==> src/rtl/ir_sir_pkg.sv <==
package ir_sir_pkg;
  localparam int unsigned TICKS_PER_BIT = 16;
  localparam int unsigned RATIO_TICKS   = 3;
  localparam int unsigned SYNC_STAGES   = 2;

  typedef enum logic {
    PW_RATIO = 1'b0,
    PW_FIXED = 1'b1
  } pw_mode_e;
endpackage

==> src/rtl/ir_bit_phase.sv <==
module ir_bit_phase #(
  parameter int unsigned TPB = ir_sir_pkg::TICKS_PER_BIT
) (
  input  logic clk,
  input  logic rst_n,
  input  logic tick,
  input  logic txd,
  output logic zero_start,
  output logic bit_val
);
  localparam int unsigned PW = $clog2(TPB);

  logic [PW-1:0] phase_q, phase_d;
  logic          txd_q, txd_d;
  logic          fall, wrap, bit_start;

  always_comb begin
    fall      = tick & txd_q & ~txd;
    wrap      = tick & (phase_q == PW'(TPB - 1));
    bit_start = fall | wrap;
    phase_d   = phase_q;
    txd_d     = txd_q;
    if (tick) begin
      phase_d = bit_start ? '0 : phase_q + 1'b1;
      txd_d   = txd;
    end
  end

  always_ff @(posedge clk or negedge rst_n) begin
    if (!rst_n) begin
      phase_q <= '0;
      txd_q   <= 1'b1;
    end else begin
      phase_q <= phase_d;
      txd_q   <= txd_d;
    end
  end

  assign zero_start = bit_start & ~txd;
  assign bit_val    = txd_q;
endmodule

==> src/rtl/ir_tx_pulse.sv <==
module ir_tx_pulse #(
  parameter int unsigned LEN_W       = 12,
  parameter int unsigned PULSE_TICKS = ir_sir_pkg::RATIO_TICKS
) (
  input  logic             clk,
  input  logic             rst_n,
  input  logic             tick,
  input  logic             fire,
  input  logic             fixed_mode,
  input  logic [LEN_W-1:0] fixed_len,
  input  logic             bit_val,
  output logic             ir_tx
);
  import ir_sir_pkg::*;

  logic [LEN_W-1:0] cnt_q, cnt_d;
  logic             on_q, on_d;
  pw_mode_e         mode_q, mode_d;

  always_comb begin
    cnt_d  = cnt_q;
    on_d   = on_q;
    mode_d = mode_q;
    if (fire) begin
      on_d   = 1'b1;
      mode_d = fixed_mode ? PW_FIXED : PW_RATIO;
      if (fixed_mode)
        cnt_d = (fixed_len == '0) ? '0 : fixed_len - 1'b1;
      else
        cnt_d = '0;
    end else if (on_q) begin
      if (mode_q == PW_FIXED) begin
        if (cnt_q == '0) on_d  = 1'b0;
        else             cnt_d = cnt_q - 1'b1;
      end else if (tick) begin
        if (cnt_q == LEN_W'(PULSE_TICKS - 1)) on_d  = 1'b0;
        else                                  cnt_d = cnt_q + 1'b1;
      end
    end
  end

  always_ff @(posedge clk or negedge rst_n) begin
    if (!rst_n) begin
      cnt_q  <= '0;
      on_q   <= 1'b0;
      mode_q <= PW_RATIO;
    end else begin
      cnt_q  <= cnt_d;
      on_q   <= on_d;
      mode_q <= mode_d;
    end
  end

  assign ir_tx = on_q & ~bit_val;
endmodule

==> src/rtl/ir_sync.sv <==
module ir_sync #(
  parameter int unsigned STAGES = ir_sir_pkg::SYNC_STAGES
) (
  input  logic clk,
  input  logic rst_n,
  input  logic din,
  output logic dout
);
  logic [STAGES-1:0] stg_q;

  generate
    for (genvar g = 0; g < STAGES; g++) begin : g_stage
      if (g == 0) begin : g_first
        always_ff @(posedge clk or negedge rst_n) begin
          if (!rst_n) stg_q[g] <= 1'b0;
          else        stg_q[g] <= din;
        end
      end else begin : g_next
        always_ff @(posedge clk or negedge rst_n) begin
          if (!rst_n) stg_q[g] <= 1'b0;
          else        stg_q[g] <= stg_q[g-1];
        end
      end
    end
  endgenerate

  assign dout = stg_q[STAGES-1];
endmodule

==> src/rtl/ir_rx_stretch.sv <==
module ir_rx_stretch #(
  parameter int unsigned HOLD = ir_sir_pkg::TICKS_PER_BIT
) (
  input  logic clk,
  input  logic rst_n,
  input  logic tick,
  input  logic din,
  output logic rxd
);
  localparam int unsigned HW = $clog2(HOLD + 1);

  logic [HW-1:0] left_q, left_d;
  logic          prev_q, rxd_q, rxd_d;
  logic          rise;

  always_comb begin
    rise   = din & ~prev_q;
    left_d = left_q;
    rxd_d  = rxd_q;
    if (rise) begin
      left_d = HW'(HOLD);
      rxd_d  = 1'b0;
    end else if (tick && left_q != '0) begin
      left_d = left_q - 1'b1;
      if (left_q == HW'(1)) rxd_d = 1'b1;
    end
  end

  always_ff @(posedge clk or negedge rst_n) begin
    if (!rst_n) begin
      left_q <= '0;
      prev_q <= 1'b0;
      rxd_q  <= 1'b1;
    end else begin
      left_q <= left_d;
      prev_q <= din;
      rxd_q  <= rxd_d;
    end
  end

  assign rxd = rxd_q;
endmodule

==> src/rtl/ir_sir_codec.sv <==
module ir_sir_codec #(
  parameter int unsigned LEN_W = 12,
  parameter int unsigned TPB   = ir_sir_pkg::TICKS_PER_BIT
) (
  input  logic             clk,
  input  logic             rst_n,
  input  logic             tick16,
  input  logic             fixed_mode,
  input  logic [LEN_W-1:0] fixed_len,
  input  logic             uart_txd,
  input  logic             ir_rx,
  output logic             ir_tx,
  output logic             uart_rxd
);
  logic zero_start, bit_val, ir_rx_s;

  ir_bit_phase #(.TPB(TPB)) u_phase (
    .clk(clk), .rst_n(rst_n), .tick(tick16), .txd(uart_txd),
    .zero_start(zero_start), .bit_val(bit_val)
  );

  ir_tx_pulse #(.LEN_W(LEN_W)) u_txp (
    .clk(clk), .rst_n(rst_n), .tick(tick16), .fire(zero_start),
    .fixed_mode(fixed_mode), .fixed_len(fixed_len), .bit_val(bit_val),
    .ir_tx(ir_tx)
  );

  ir_sync u_sync (
    .clk(clk), .rst_n(rst_n), .din(ir_rx), .dout(ir_rx_s)
  );

  ir_rx_stretch #(.HOLD(TPB)) u_rxs (
    .clk(clk), .rst_n(rst_n), .tick(tick16), .din(ir_rx_s), .rxd(uart_rxd)
  );
endmodule

==> config.mk <==
export PLATFORM = sky130hd
export DESIGN_NAME = ir_sir_codec
export DESIGN_NICKNAME = d
export VERILOG_FILES = /design/src/rtl/ir_sir_pkg.sv /design/src/rtl/ir_bit_phase.sv /design/src/rtl/ir_tx_pulse.sv /design/src/rtl/ir_sync.sv /design/src/rtl/ir_rx_stretch.sv /design/src/rtl/ir_sir_codec.sv
export SDC_FILE = /design/constraint.sdc
export NUM_CORES = 1
export LEC_CHECK = 0
export ABC_AREA = 1
export BUFFER_PORTS_ARGS = -buffer_cell sky130_fd_sc_hd__buf_2
export CELL_PAD_IN_SITES_DETAIL_PLACEMENT = 0
export CELL_PAD_IN_SITES_GLOBAL_PLACEMENT = 1
export CORE_ASPECT_RATIO = 0.9
export CORE_MARGIN = 3
export CORE_UTILIZATION = 39
export DETAILED_ROUTE_END_ITERATION = 10
export PLACE_DENSITY = 0.77
export SLEW_MARGIN = 15
export SYNTH_ARGS = -nofsm -noshare
export SYNTH_HDL_FRONTEND = slang
export SYNTH_SLANG_ARGS = --single-unit
export TNS_END_PERCENT = 30
==> constraint.sdc <==
create_clock -name clk -period 1.95 [get_ports clk]
set_input_delay 0.2925 -clock clk [delete_from_list [all_inputs] [get_ports clk]]
set_output_delay 0.2925 -clock clk [all_outputs]
set_load 0.03 [all_outputs]
# Word-level counts from Yosys, hierarchy flattened
# Index checks and enable logic that the tools add are counted.
# W data, S select, Z words.
[word_totals] reg_bits=28 latchBits=0 mem_bits_rw=0 mem_bits_ro=0 in_bits=18 out_inout_bits=2 wordCells=61 n_memories=0
[op_classes] add_sub_neg=5 multipliers=0 n_div=0 magnitude_cmp=0 n_eq_ne=5 shifts=0 muxes=21 bitwise_logic=10 n_reduce_logical=10
[op_table] cell="$mux W12" n=8
[op_table] cell="$logic_not A12 Y1" n=2
[op_table] cell="$sub A12 B1 Y12 const B" n=2
[op_table] cell="$add A12 B1 Y12 const B" n=1
[op_table] cell="$eq A12 B2 Y1 const B" n=1
[op_table] cell="$mux W1" n=10
[op_table] cell="$mux W5" n=2
[op_table] cell="$and A1 B1 Y1" n=6
[op_table] cell="$reduce_bool A2 Y1" n=3
[op_table] cell="$eq A5 B1 Y1 const B" n=1
[op_table] cell="$reduce_bool A5 Y1" n=1
[op_table] cell="$sub A5 B1 Y5 const B" n=1
[op_table] cell="$add A4 B1 Y4 const B" n=1
[op_table] cell="$eq A4 B4 Y1 const B" n=1
[op_table] cell="$mux W4" n=1
[op_table] cell="$reduce_and A4 Y1" n=1
[op_table] cell="$ne A3 B2 Y1 const B" n=1
[op_table] cell="$ne A3 B3 Y1 const B" n=1
[op_table] cell="$not A1 Y1" n=3
[op_table] cell="$reduce_bool A3 Y1" n=1
[op_table] cell="$reduce_and A2 Y1" n=1
[op_table] cell="$logic_and A1 B1 Y1" n=1
[op_table] cell="$or A1 B1 Y1" n=1

# Depth between registers and ports, before layout
[logic_depth] depth_word=6 mapped_depth=12 depth_no_buf=12

# Hierarchy
# A second synthesis with hierarchy kept.
[unflattened] hier_cells=373 area_unflattened_um2=2451.1
[by_module_without_submodules] mod="ir_tx_pulse" instances=1 cells_per_inst=288 area_per_inst_um2=1747.9 seq_area_each_um2=350.3
[by_module_without_submodules] mod="ir_rx_stretch" instances=1 cells_per_inst=50 area_per_inst_um2=397.9 seq_area_each_um2=176.4
[by_module_without_submodules] mod="ir_bit_phase" instances=1 cells_per_inst=33 area_per_inst_um2=255.2 seq_area_each_um2=126.4
[by_module_without_submodules] mod="ir_sync" instances=1 cells_per_inst=2 area_per_inst_um2=50.0 seq_area_each_um2=50.0

# Worst setup path after synthesis
# No wires, ideal clock.
[synth_path] kind="flip-flop to flip-flop" start="register u_txp.mode_q" end="register u_txp.cnt_q[6]" setup_time_ps=116 arrival_time_ps=1765 required_time_ps=1834 setup_slack_ps=69 stages_incl_launch_ff=13 n_path_buf=0 period_less_slack_ps=1881 cell_sequence="dfrtp_1 inv_1 fa_1 inv_1 nand3_1 nand3_1 nand2_1 nand2_1 nand2_1 nand3_1 o21ai_0 nand2_1 nand2_1"
[synth_between] elab_chain_cells=3 elab_cells_between_ends=7
[synth_lines] element="from (decl)" line="ir_tx_pulse.sv:18" source="pw_mode_e mode_q, mode_d;"
[synth_lines] element="from (signal assigned)" line="ir_tx_pulse.sv:50" source="mode_q <= mode_d;"
[synth_lines] element="$mux W12" line="ir_tx_pulse.sv:32" source="if (mode_q == PW_FIXED) begin"
[synth_lines] element="$mux W12" line="ir_tx_pulse.sv:31" source="end else if (on_q) begin"
[synth_lines] element="$mux W12" line="ir_tx_pulse.sv:24" source="if (fire) begin"
[synth_lines] element="to (signal assigned)" line="ir_tx_pulse.sv:48" source="cnt_q <= cnt_d;"
[synth_lines] element="to (decl)" line="ir_tx_pulse.sv:16" source="logic [LEN_W-1:0] cnt_q, cnt_d;"
# Parallel ways exist; a longest one is shown, timed or not. The select of a mux whose other input is x is not followed.
# A chain may end at the register's enable or synchronous reset.

# Final worst setup path
[layout_path] start="register u_txp.mode_q" end="register u_txp.cnt_q[10]"
# Same word-level chain as after synthesis.

==> flow_metrics.env <==
export IMPL_crit_buf_inv=2
export IMPL_required_ns=2.16
export IMPL_ff2ff_setup_slack_ns=0.11
export IMPL_finalPower_mw=3.825
export IMPL_cts_path_max_buffers=2
export IMPL_path_cells="buf_4, buf_6, ha_4, nand2_1, nor2_2, nand3_2, nand4_1, nand3_1, a21oi_2"
export IMPL_status="completed"
export IMPL_area_growth_pct=17.79
export IMPL_nets=422
export IMPL_grt_first_pass_wirelength_um=9832
export IMPL_critPathCaptureType="flip-flop"
export IMPL_die_area_um2=6952
export IMPL_r2r_cells=9
export IMPL_rsz0062_at_grt="yes"
export IMPL_pwr_density_cell_nw_per_um2=1391
export IMPL_antennaDiodeCount=0
export IMPL_finalCritPeriodShare_pct=94.37
export IMPL_setup_viol=0
export IMPL_drcViolationCount=0
export IMPL_worstSetupPathType="reg -> reg"
export IMPL_slowest_delay_ns=0.39
export IMPL_syn_avg_cell_area_um2=6.595
export IMPL_yosysSeqAreaShare_pct=30.12
export IMPL_antenna_found_initial=0
export IMPL_dpl_worst_slack_ns=0.0002414
export IMPL_hold_buffers=0
export IMPL_clock_latency_ns=0.27
export IMPL_final_hold_viol_count=0
export IMPL_dp_hpwl_um=4543
export IMPL_timing_slew_headroom_pct=58.14
export IMPL_io_buffers=19
export IMPL_rows=26
export IMPL_antenna_left=0
export IMPL_synth_flop_cell="dfrtp_1"
export IMPL_p_leak_nw=1.484
export IMPL_clk_pin_slew_ns=0.10
export IMPL_mostFrequentLayoutCells="nand2_1, nor2_1, inv_1, dfrtp_1, nand3_1"
export IMPL_syn_inst=354
export IMPL_timing_fmax_mhz=543.4
export IMPL_drive_above_1_share_pct=16.58
export IMPL_clock_skew_ns=0.003777
export IMPL_cts_setup_buffers=0
export IMPL_grt_pass1_vias=2055
export IMPL_wl_per_cell_um=12.29
export IMPL_ys_ff_latch=28
export IMPL_whs_ns=0.02304
export IMPL_r2r_start="u_txp.mode_q$_DFFE_PN0P_"
export IMPL_synth_edf_count=0
export IMPL_cap_violations=0
export IMPL_worstPathArrival_ns=2.05
export IMPL_grt_ovfl_total=0
export IMPL_grt_usage_pct=17.76
export IMPL_cts_sinks=28
export IMPL_syn_area_um2=2335
export IMPL_core_area_um2=5725
export IMPL_routed_wl_um=5602
export IMPL_cts_tree="built"
export IMPL_vias=2208
export IMPL_startpoint_type="flip-flop"
export IMPL_grt_max_degree=29
export IMPL_ioPinCount=20
export IMPL_hold_path_class="in -> async"
export IMPL_synth_distinct_cells=30
export IMPL_first_iter_violations=88
export IMPL_firstDrtPassIters=4
export IMPL_peakVddDrop_v=0.0007749
export IMPL_initial_utilization_pct=40.78
export IMPL_h_tree_depth=1
export IMPL_async_reset_ff_share_pct=100.0
export IMPL_layout_commonest_cell="nand2_1"
export IMPL_fin_ws_ns=0.1098
export IMPL_vias_per_cell=4.842
export IMPL_die_w_um=87.56
export IMPL_tightest_slew_ns=0.6278
export IMPL_place_gp_congestion=0.8131
export IMPL_critPathTopFamily="simple AND/OR/NAND/NOR gates"
export IMPL_die_height_um=79.40
export IMPL_path_max_fanout=7
export IMPL_drv_slew=0
export IMPL_dpl_cell_area_um2=2577
export IMPL_final_cell_area_um2=2750
export IMPL_cp_slowest_cell="dfrtp_1"
export IMPL_cts_buffers=3
export IMPL_synth_net_count=389
export IMPL_post_cts_resized=4
export IMPL_r2r_end="u_txp.cnt_q[10]$_DFFE_PN0P_"
export IMPL_ys_warn_count=0
export IMPL_finalCriticalPeriod_ns=1.840
export IMPL_final_setup_tns_ns=0
export IMPL_cts_root_buf="clkbuf_8"
## synth_stat cells, types with 5 or more instances
master	number	area, um^2
a21oi_1	10	50.05
inv_1	50	187.7
o21ai_1	5	25.02
ha_1	16	200.2
dfrtp_1	26	650.6
nor2_1	52	195.2
nand3_1	26	130.1
o21ai_0	9	45.04
nand4_1	5	31.28
nand2_1	112	420.4
xor2_1	8	70.07
## flip-flops by register name (all words and copies together), names as in the netlist
signal	count
u_rxs.left_q	5
u_txp.on_q	1
u_phase.phase_q	4
u_txp.cnt_q	12
u_sync.stg_q	1
u_phase.bit_val	1
u_rxs.rxd	1
u_rxs.prev_q	1
u_txp.mode_q	1
u_sync.dout	1
## cell type report
type,instances,area [um^2]
fill,594,2975
multi-input combinational,272,1511
sequential,28,703.2
inverter,52,195.2
timing repair buffer,30,181.4
tap,70,87.58
clock buffer,3,41.29
clock inverter,1,30.03
## power breakdown
group          switching, mW  leakage, nW  total (mW)  internal, mW
Sequential             0.186        0.328       0.990         0.805
Combinational           1.37         1.12        2.38          1.01
Clock                  0.181       0.0357       0.456         0.275
Total                   1.74         1.48        3.83          2.09
## stage by stage
step                std cells  util, %
finish                    456    48.03
global route              456    48.03
CTS                       456    47.14
detailed placement        452    45.02
global placement          452    45.02
floorplan                 354        -
## layer usage
layer | track usage, % | vias up | wire length (um)
met5 | 0 | - | 0
li1 | - | 1177 | -
met1 | 27.99 | 988 | 2950
met3 | 2.477 | 6 | 163
met4 | 1.840 | 0 | 36
met2 | 26.28 | 37 | 2452
## worst max path at each step
stage / from / end / slack [ns] / cells past startpoint
after floorplan: u_txp.mode_q$_DFFE_PN0P_ / u_txp.cnt_q[6]$_DFFE_PN0P_ / 0.07 / 12
after global placement: u_txp.mode_q$_DFFE_PN0P_ / u_txp.cnt_q[10]$_DFFE_PN0P_ / 0.02 / 9
after detailed placement: u_txp.mode_q$_DFFE_PN0P_ / u_txp.cnt_q[10]$_DFFE_PN0P_ / 0.0002 / 9
after CTS: u_txp.mode_q$_DFFE_PN0P_ / u_txp.cnt_q[10]$_DFFE_PN0P_ / 0.005 / 12
after global routing: u_txp.mode_q$_DFFE_PN0P_ / u_txp.cnt_q[9]$_DFFE_PN0P_ / -0.04 / 12
final: u_txp.mode_q$_DFFE_PN0P_ / u_txp.cnt_q[10]$_DFFE_PN0P_ / 0.11 / 9
## worst register-to-register path, stage by stage (launching register included)
cell	delay (ns)
dfrtp_1	0.39
buf_4	0.16
buf_6	0.16
ha_4	0.30
nand2_1	0.09
nor2_2	0.17
nand3_2	0.12
nand4_1	0.12
nand3_1	0.13
a21oi_2	0.15
## kinds of logic after synthesis
logic type / Yosys count / share of synthesized area (%)
DFF: 28 / 30.12
and+or+nand+nor: 213 / 39.76
adders and majority gates: 17 / 9.432
buffers and inverters: 54 / 9.325
AOI/OAI and AO/OA: 31 / 7.235
xor gates and xnor gates: 11 / 4.127
Power figures use the tool's default switching activity.
